### src/rtl/fdiv_pkg.sv
package fdiv_pkg;

  localparam int DEF_INT_W  = 5;
  localparam int DEF_FRAC_W = 5;

  // integer part of zero is clamped to one clock
  function automatic int eff_int(int ival);
    return (ival < 1) ? 1 : ival;
  endfunction

  // length of a period given the effective integer part and the carry
  function automatic int period_len(int ieff, bit carry);
    return ieff + (carry ? 1 : 0);
  endfunction

  // counter width needed to hold the longest period (2^int_w clocks)
  function automatic int cnt_width(int int_w);
    return $clog2((1 << int_w) + 1);
  endfunction

endpackage

### src/rtl/fdiv_ratio_split.sv
module fdiv_ratio_split #(
  parameter int INT_W  = fdiv_pkg::DEF_INT_W,
  parameter int FRAC_W = fdiv_pkg::DEF_FRAC_W
) (
  input  logic [INT_W+FRAC_W-1:0] ratio_i,
  output logic [INT_W-1:0]        ieff_o,
  output logic [FRAC_W-1:0]       frac_o
);
  localparam int RW = INT_W + FRAC_W;

  always_comb begin
    ieff_o = INT_W'(fdiv_pkg::eff_int(int'(ratio_i[RW-1:FRAC_W])));
    frac_o = ratio_i[FRAC_W-1:0];
  end
endmodule

### src/rtl/fdiv_phase_acc.sv
module fdiv_phase_acc #(
  parameter int FRAC_W = fdiv_pkg::DEF_FRAC_W
) (
  input  logic              clk,
  input  logic              clr,
  input  logic              step,
  input  logic [FRAC_W-1:0] frac_i,
  output logic              carry_o
);
  logic [FRAC_W-1:0] phase_q;
  logic [FRAC_W:0]   sum_w;

  always_comb begin
    sum_w   = {1'b0, phase_q} + {1'b0, frac_i};
    carry_o = sum_w[FRAC_W];
  end

  always_ff @(posedge clk) begin
    if (clr)
      phase_q <= '0;
    else if (step)
      phase_q <= sum_w[FRAC_W-1:0];
  end
endmodule

### src/rtl/fdiv_down_cnt.sv
module fdiv_down_cnt #(
  parameter int CNT_W = 6
) (
  input  logic             clk,
  input  logic             load,
  input  logic [CNT_W-1:0] load_val,
  output logic             tc_o
);
  logic [CNT_W-1:0] cnt_q;

  assign tc_o = (cnt_q == CNT_W'(1));

  always_ff @(posedge clk) begin
    if (load)
      cnt_q <= load_val;
    else
      cnt_q <= cnt_q - CNT_W'(1);
  end
endmodule

### src/rtl/frac_clk_en_div.sv
module frac_clk_en_div #(
  parameter int INT_W  = fdiv_pkg::DEF_INT_W,
  parameter int FRAC_W = fdiv_pkg::DEF_FRAC_W
) (
  input  logic                    clk,
  input  logic                    rst,
  input  logic [INT_W+FRAC_W-1:0] ratio_i,
  output logic                    en_o
);
  localparam int CNT_W = fdiv_pkg::cnt_width(INT_W);

  logic [INT_W-1:0]  ieff_w;
  logic [FRAC_W-1:0] frac_w;
  logic              carry_w;
  logic              tc_w;
  logic              reload_w;
  logic [CNT_W-1:0]  next_len_w;

  fdiv_ratio_split #(.INT_W(INT_W), .FRAC_W(FRAC_W)) u_split (
    .ratio_i (ratio_i),
    .ieff_o  (ieff_w),
    .frac_o  (frac_w)
  );

  fdiv_phase_acc #(.FRAC_W(FRAC_W)) u_acc (
    .clk     (clk),
    .clr     (rst),
    .step    (tc_w),
    .frac_i  (frac_w),
    .carry_o (carry_w)
  );

  // reload on reset or at the terminal count, same edge as the pulse
  always_comb begin
    reload_w = rst | tc_w;
    if (rst)
      next_len_w = CNT_W'(int'(ieff_w));
    else
      next_len_w = CNT_W'(fdiv_pkg::period_len(int'(ieff_w), carry_w));
  end

  fdiv_down_cnt #(.CNT_W(CNT_W)) u_cnt (
    .clk      (clk),
    .load     (reload_w),
    .load_val (next_len_w),
    .tc_o     (tc_w)
  );

  assign en_o = tc_w & ~rst;
endmodule

### config.mk
export PLATFORM = sky130hd
export DESIGN_NAME = frac_clk_en_div
export DESIGN_NICKNAME = d
export VERILOG_FILES = /design/src/rtl/fdiv_pkg.sv /design/src/rtl/fdiv_ratio_split.sv /design/src/rtl/fdiv_phase_acc.sv /design/src/rtl/fdiv_down_cnt.sv /design/src/rtl/frac_clk_en_div.sv
export SDC_FILE = /design/constraint.sdc
export NUM_CORES = 1
export LEC_CHECK = 0
export CAP_MARGIN = 20
export CORE_UTILIZATION = 45
export DETAILED_ROUTE_END_ITERATION = 10
export PLACE_DENSITY = 0.7
export RECOVER_POWER = 25
export SYNTH_ARGS = -nofsm -noshare
export SYNTH_HDL_FRONTEND = slang
export SYNTH_HIERARCHICAL = 1
export SYNTH_SLANG_ARGS = --single-unit
### constraint.sdc
create_clock -name clk -period 3.83 [get_ports clk]
set_clock_uncertainty 0.05 [all_clocks]
set_input_delay 0.5745 -clock clk [delete_from_list [all_inputs] [get_ports clk]]
set_output_delay 0.5745 -clock clk [all_outputs]
set_load 0.02 [all_outputs]
Word-level counts from Yosys, hierarchy flattened
Index checks and enable logic that the tools add are counted.

Register bits after elaboration: 11. Bits of input ports: 12. Output and inout bits: 1. Logic and storage cells: 14.

$add $sub $neg: 3. Magnitude comparators: 1. Equal/unequal tests: 1. Multiplexer cells: 4. Bitwise operators: 3.

Operators with widths (count): $mux 6 (2); $add 5x1->6 (1); $add 5x5->6 (1); $eq 6x1->1 const B (1); $sub 6x1->6 const B (1); $lt 5x1->1 const B (1); $mux 5 (1); $and 1x1->1 (1); $mux 1 (1); $not 1->1 (1); $or 1x1->1 (1).

Depth between registers and ports, before layout
Depth after elaboration: 5. Depth in mapped cells: 11. Gate-level depth less buffers: 10.

By module
Netlist, hierarchy kept.

By module, submodules not included: fdiv_phase_acc (times used 1, cells an instance 38, area an instance 357.8 um^2, seq. area each 100.1 um^2); fdiv_down_cnt (times used 1, cells an instance 33, area an instance 307.8 um^2, seq. area each 120.1 um^2); frac_clk_en_div (times used 1, cells an instance 14, area an instance 135.1 um^2, seq. area each 0.0 um^2); fdiv_ratio_split (times used 1, cells an instance 11, area an instance 72.6 um^2, seq. area each 0.0 um^2).

Least setup slack after synthesis
OpenSTA, ideal clock, no wires.

Kind: input port to flip-flop. Start point: input ratio_i[1]. End point: register u_cnt.cnt_q[1]. Setup time: 0.123 ns. Data arrival time: 2.250 ns. Required time: 3.657 ns. Setup slack: 1.407 ns. Stages on the path: 10. Buffers on the path: 1. Cell sequence: buf_4 -> ha_1 -> a21o_1 -> a21oi_1 -> o21ai_1 -> ha_1 -> ha_1 -> mux2_1 -> nand2_1 -> o21ai_0.

Word-level cells in the longest chain between the ends: 5.

RTL lines: start, declared (RTL line frac_clk_en_div.sv:7) `input logic [INT_W+FRAC_W-1:0] ratio_i,`; $add 5x5->6 (RTL line fdiv_phase_acc.sv:14) `sum_w = {1'b0, phase_q} + {1'b0, frac_i};`; via carry_w (RTL line frac_clk_en_div.sv:14) `logic carry_w;`; $mux 1 (RTL line fdiv_pkg.sv:13) `return ieff + (carry ? 1 : 0);`; $add 5x1->6 (RTL line fdiv_pkg.sv:13); $mux 6 (RTL line frac_clk_en_div.sv:36) `if (rst)`; via next_len_w[1] (RTL line frac_clk_en_div.sv:17) `logic [CNT_W-1:0] next_len_w;`; $mux 6 (RTL line fdiv_down_cnt.sv:14) `if (load)`; end signal, assigned (RTL line fdiv_down_cnt.sv:15) `cnt_q <= load_val;`; end signal, assigned (RTL line fdiv_down_cnt.sv:17) `cnt_q <= cnt_q - CNT_W'(1);`; end, declared (RTL line fdiv_down_cnt.sv:9) `logic [CNT_W-1:0] cnt_q;`.

The timed path passes the listed nets, and every way through them passes these cells. A chain may end at the register's enable or synchronous reset.

Final worst setup path
Start point: register u_cnt.cnt_q[2]. End point: output en_o.

Word-level cells in the longest chain between the ends: 2.

RTL lines: $eq 6x1->1 (RTL line fdiv_down_cnt.sv:11) `assign tc_o = (cnt_q == CNT_W'(1));`; via tc_w (RTL line frac_clk_en_div.sv:15) `logic tc_w;`; $and 1x1->1 (RTL line frac_clk_en_div.sv:49) `assign en_o = tc_w & ~rst;`; end, declared (RTL line frac_clk_en_div.sv:8) `output logic en_o`.

The timed path passes the listed nets, and every way through them passes these cells.

==> reports/results.tsv <==
metric	value	unit
status	finished clean	
Rel. slew slack	71.2	%
root buf cell	clkbuf_4	
Routed Antenna Nets	0	
setup tns final	0	ps
number of antenna diodes	0	
Post-CTS Setup Inserts	0	
antenna violations before repair	0	
Critical Path End Type	output pin	
Total Wirelength	1580	um
wire length per cell	12.5	um
static leakage	0.414	nW
layout cell share with drive strength beyond 1	10.9	%
fmax	0.349	GHz
htree depth	1	
Post-CTS Resized	0	
Synth Area in XOR/XNOR	7.02	%
compound-gate portion of the synthesized area	14.2	%
first-pass GRT wire length	2590	um
Post-Syn Instances	96	
MaxCap Viol Count	0	
synthesized area per cell	9.10	um^2
WL met2	775	um
main area contributors after synthesis	dfxtp_1 (25%), ha_1 (13%), xnor2_1 (7.0%)	
# DRC	0	
CP max stage delay	590	ps
NumNets Final	124	
Tightest Hold Check Type	reg -> reg	
final max-slew violation count	0	
top cell type's share of synthesized area	25.2	%
first-pass iteration count of the detailed router	4	
Worst-path clk slew	80	ps
pwr/cell area	395	nW/um^2
Die Y	46.1	um
Via-to-Cell Ratio	5.25	
Initial Utilization	49.5	%
number of synthesized flops with an enable pin	0	
post-synth cell types	35	
Post-synth ARST share	0	%
die area	2120	um^2
vias after detailed routing	661	
syn nets	118	
Crit path buffers/inverters	1	
Worst Path Required	3210	ps
Seq/Total Area, Yosys	25.2	%
CTS tree	done	
clock buffer depth	2	
post-synthesis simple-gate area fraction	20.8	%
IO Count	13	
largest net degree at the start of global routing	17	
Tcrit/Tclk final	74.9	%
Design Power	387	uW
worst reg2reg setup slack	1640	ps
Worst EP arrival	2240	ps
Remaining Overflow, GRT	0	
CORE AREA	1760	um^2
clock latency on the worst-skew pair	260	ps
pre-CTS setup slack	926	ps
GP Congestion	0.717	
Port Buf Inserts	12	
crit path kind	reg -> out	
post-synthesis cell area	873	um^2
Final Hold Vio Count	0	
CP Launch Type	register	
post-synthesis mux area share	7.31	%
die width	46.1	um
TritonCTS sink count	11	
RSZ-0062 raised after global routing	no	
Total GRT Usage	17.4	%
crit path max fanout	9	
Max VDD drop	0.213	mV
initial DRC count	12	
Final setup viols	0	
synth warn	6	
#FFs+latches synth	11	
Top delay family on crit path	simple AND/OR/NAND/NOR gates	
CP cell instances	nor3_1 -> and3b_1 -> and2b_2 -> clkdlybuf4s50_1	
hold_buf cts	0	
WL met1	713	um
fin worst setup slack	963	ps
largest area contributor in the netlist	dfxtp_1	
Finished Core Util	55.6	%
HPWL Detailed	1210	um
ys flop type	dfxtp_1	
vias in the first global route	601	
Final Instance Count excl. Fillers	126	
post-route cell area	981	um^2
placed instance area	960	um^2
num rows	15	
top routing layer used	met4	
combinational family with the most area after synthesis	simple AND/OR/NAND/NOR gates	
slowest CP cell	clkdlybuf4s50_1	
Slew @ Worst Pin	432	ps
TritonCTS Buffers	3	
min cycle time layout	2870	ps
DR WL met3	67	um
placed insts	122	
adder-cell share of the synthesized area	15.2	%
most frequent cells in the layout	nand2_1 (11), clkdlybuf4s50_1 (11), dfxtp_1 (11), ha_1 (9), xnor2_1 (7)	
Area Growth Syn to Fin	12.3	%
hold_ws	444	ps
-- per-layer routing --
layer  vias up  track usage (%)
met1       300             21.3
met3         2             4.71
li1        341                -
met5         -                0
met4         0             7.06
met2        18             28.5
-- registers in the layout (all words and copies together), names as in the netlist --
signal and flops:
u_cnt/cnt_q 6, u_acc/phase_q 5
-- area by class of cell --
| type | instances | area [um^2] |
|---|---|---|
| Inverter | 4 | 17.5 |
| Fill cell | 185 | 783 |
| Multi-Input combinational cell | 69 | 558 |
| Clock buffer | 4 | 26.3 |
| Sequential cell | 11 | 220 |
| Tap cell | 25 | 31.3 |
| Timing Repair Buffer | 13 | 128 |
-- worst paths after layout --
kind                    start          endpoint  cells past startpoint
max            u_cnt/cnt_q[2]              en_o                      4
min          u_acc/phase_q[2]  u_acc/phase_q[2]                      2
max reg2reg  u_acc/phase_q[1]    u_cnt/cnt_q[1]                      9
min reg2reg  u_acc/phase_q[2]  u_acc/phase_q[2]                      2
-- power breakdown --
group | switching (mW) | internal (mW)
Clock | 0.0399 | 0.0402
Sequential | 0.0254 | 0.142
Combinational | 0.0676 | 0.0725
-- cells by family (layout without fill, tap and decap cells) --
logic type      after synthesis  count (layout)
compound gates               17              17
xor+xnor                      7               7
fa+ha+maj                    10              10
buf+inv                      16              21
flops                        11              11
mux                           6               6
simple gates                 29              29
-- worst register-to-register path: cells and delay by family, from the launching register on --
kind                       cells  cell delay (ps)
muxes                          1              280
adders and majority gates      3              760
and+or+nand+nor                1               60
DFF                            1              380
AOI/OAI and AO/OA              4              540
-- cells in the mapped netlist (3+ instances only) --
library cell  instances
buf_4                 5
dfxtp_1              11
o21ai_0               3
nor2_1                4
o21ai_1               3
xnor2_1               7
clkbuf_1              5
nand2_1              11
a21oi_1               3
inv_1                 3
mux2i_1               3
ha_1                  9
(Power assumes the default switching activity.)
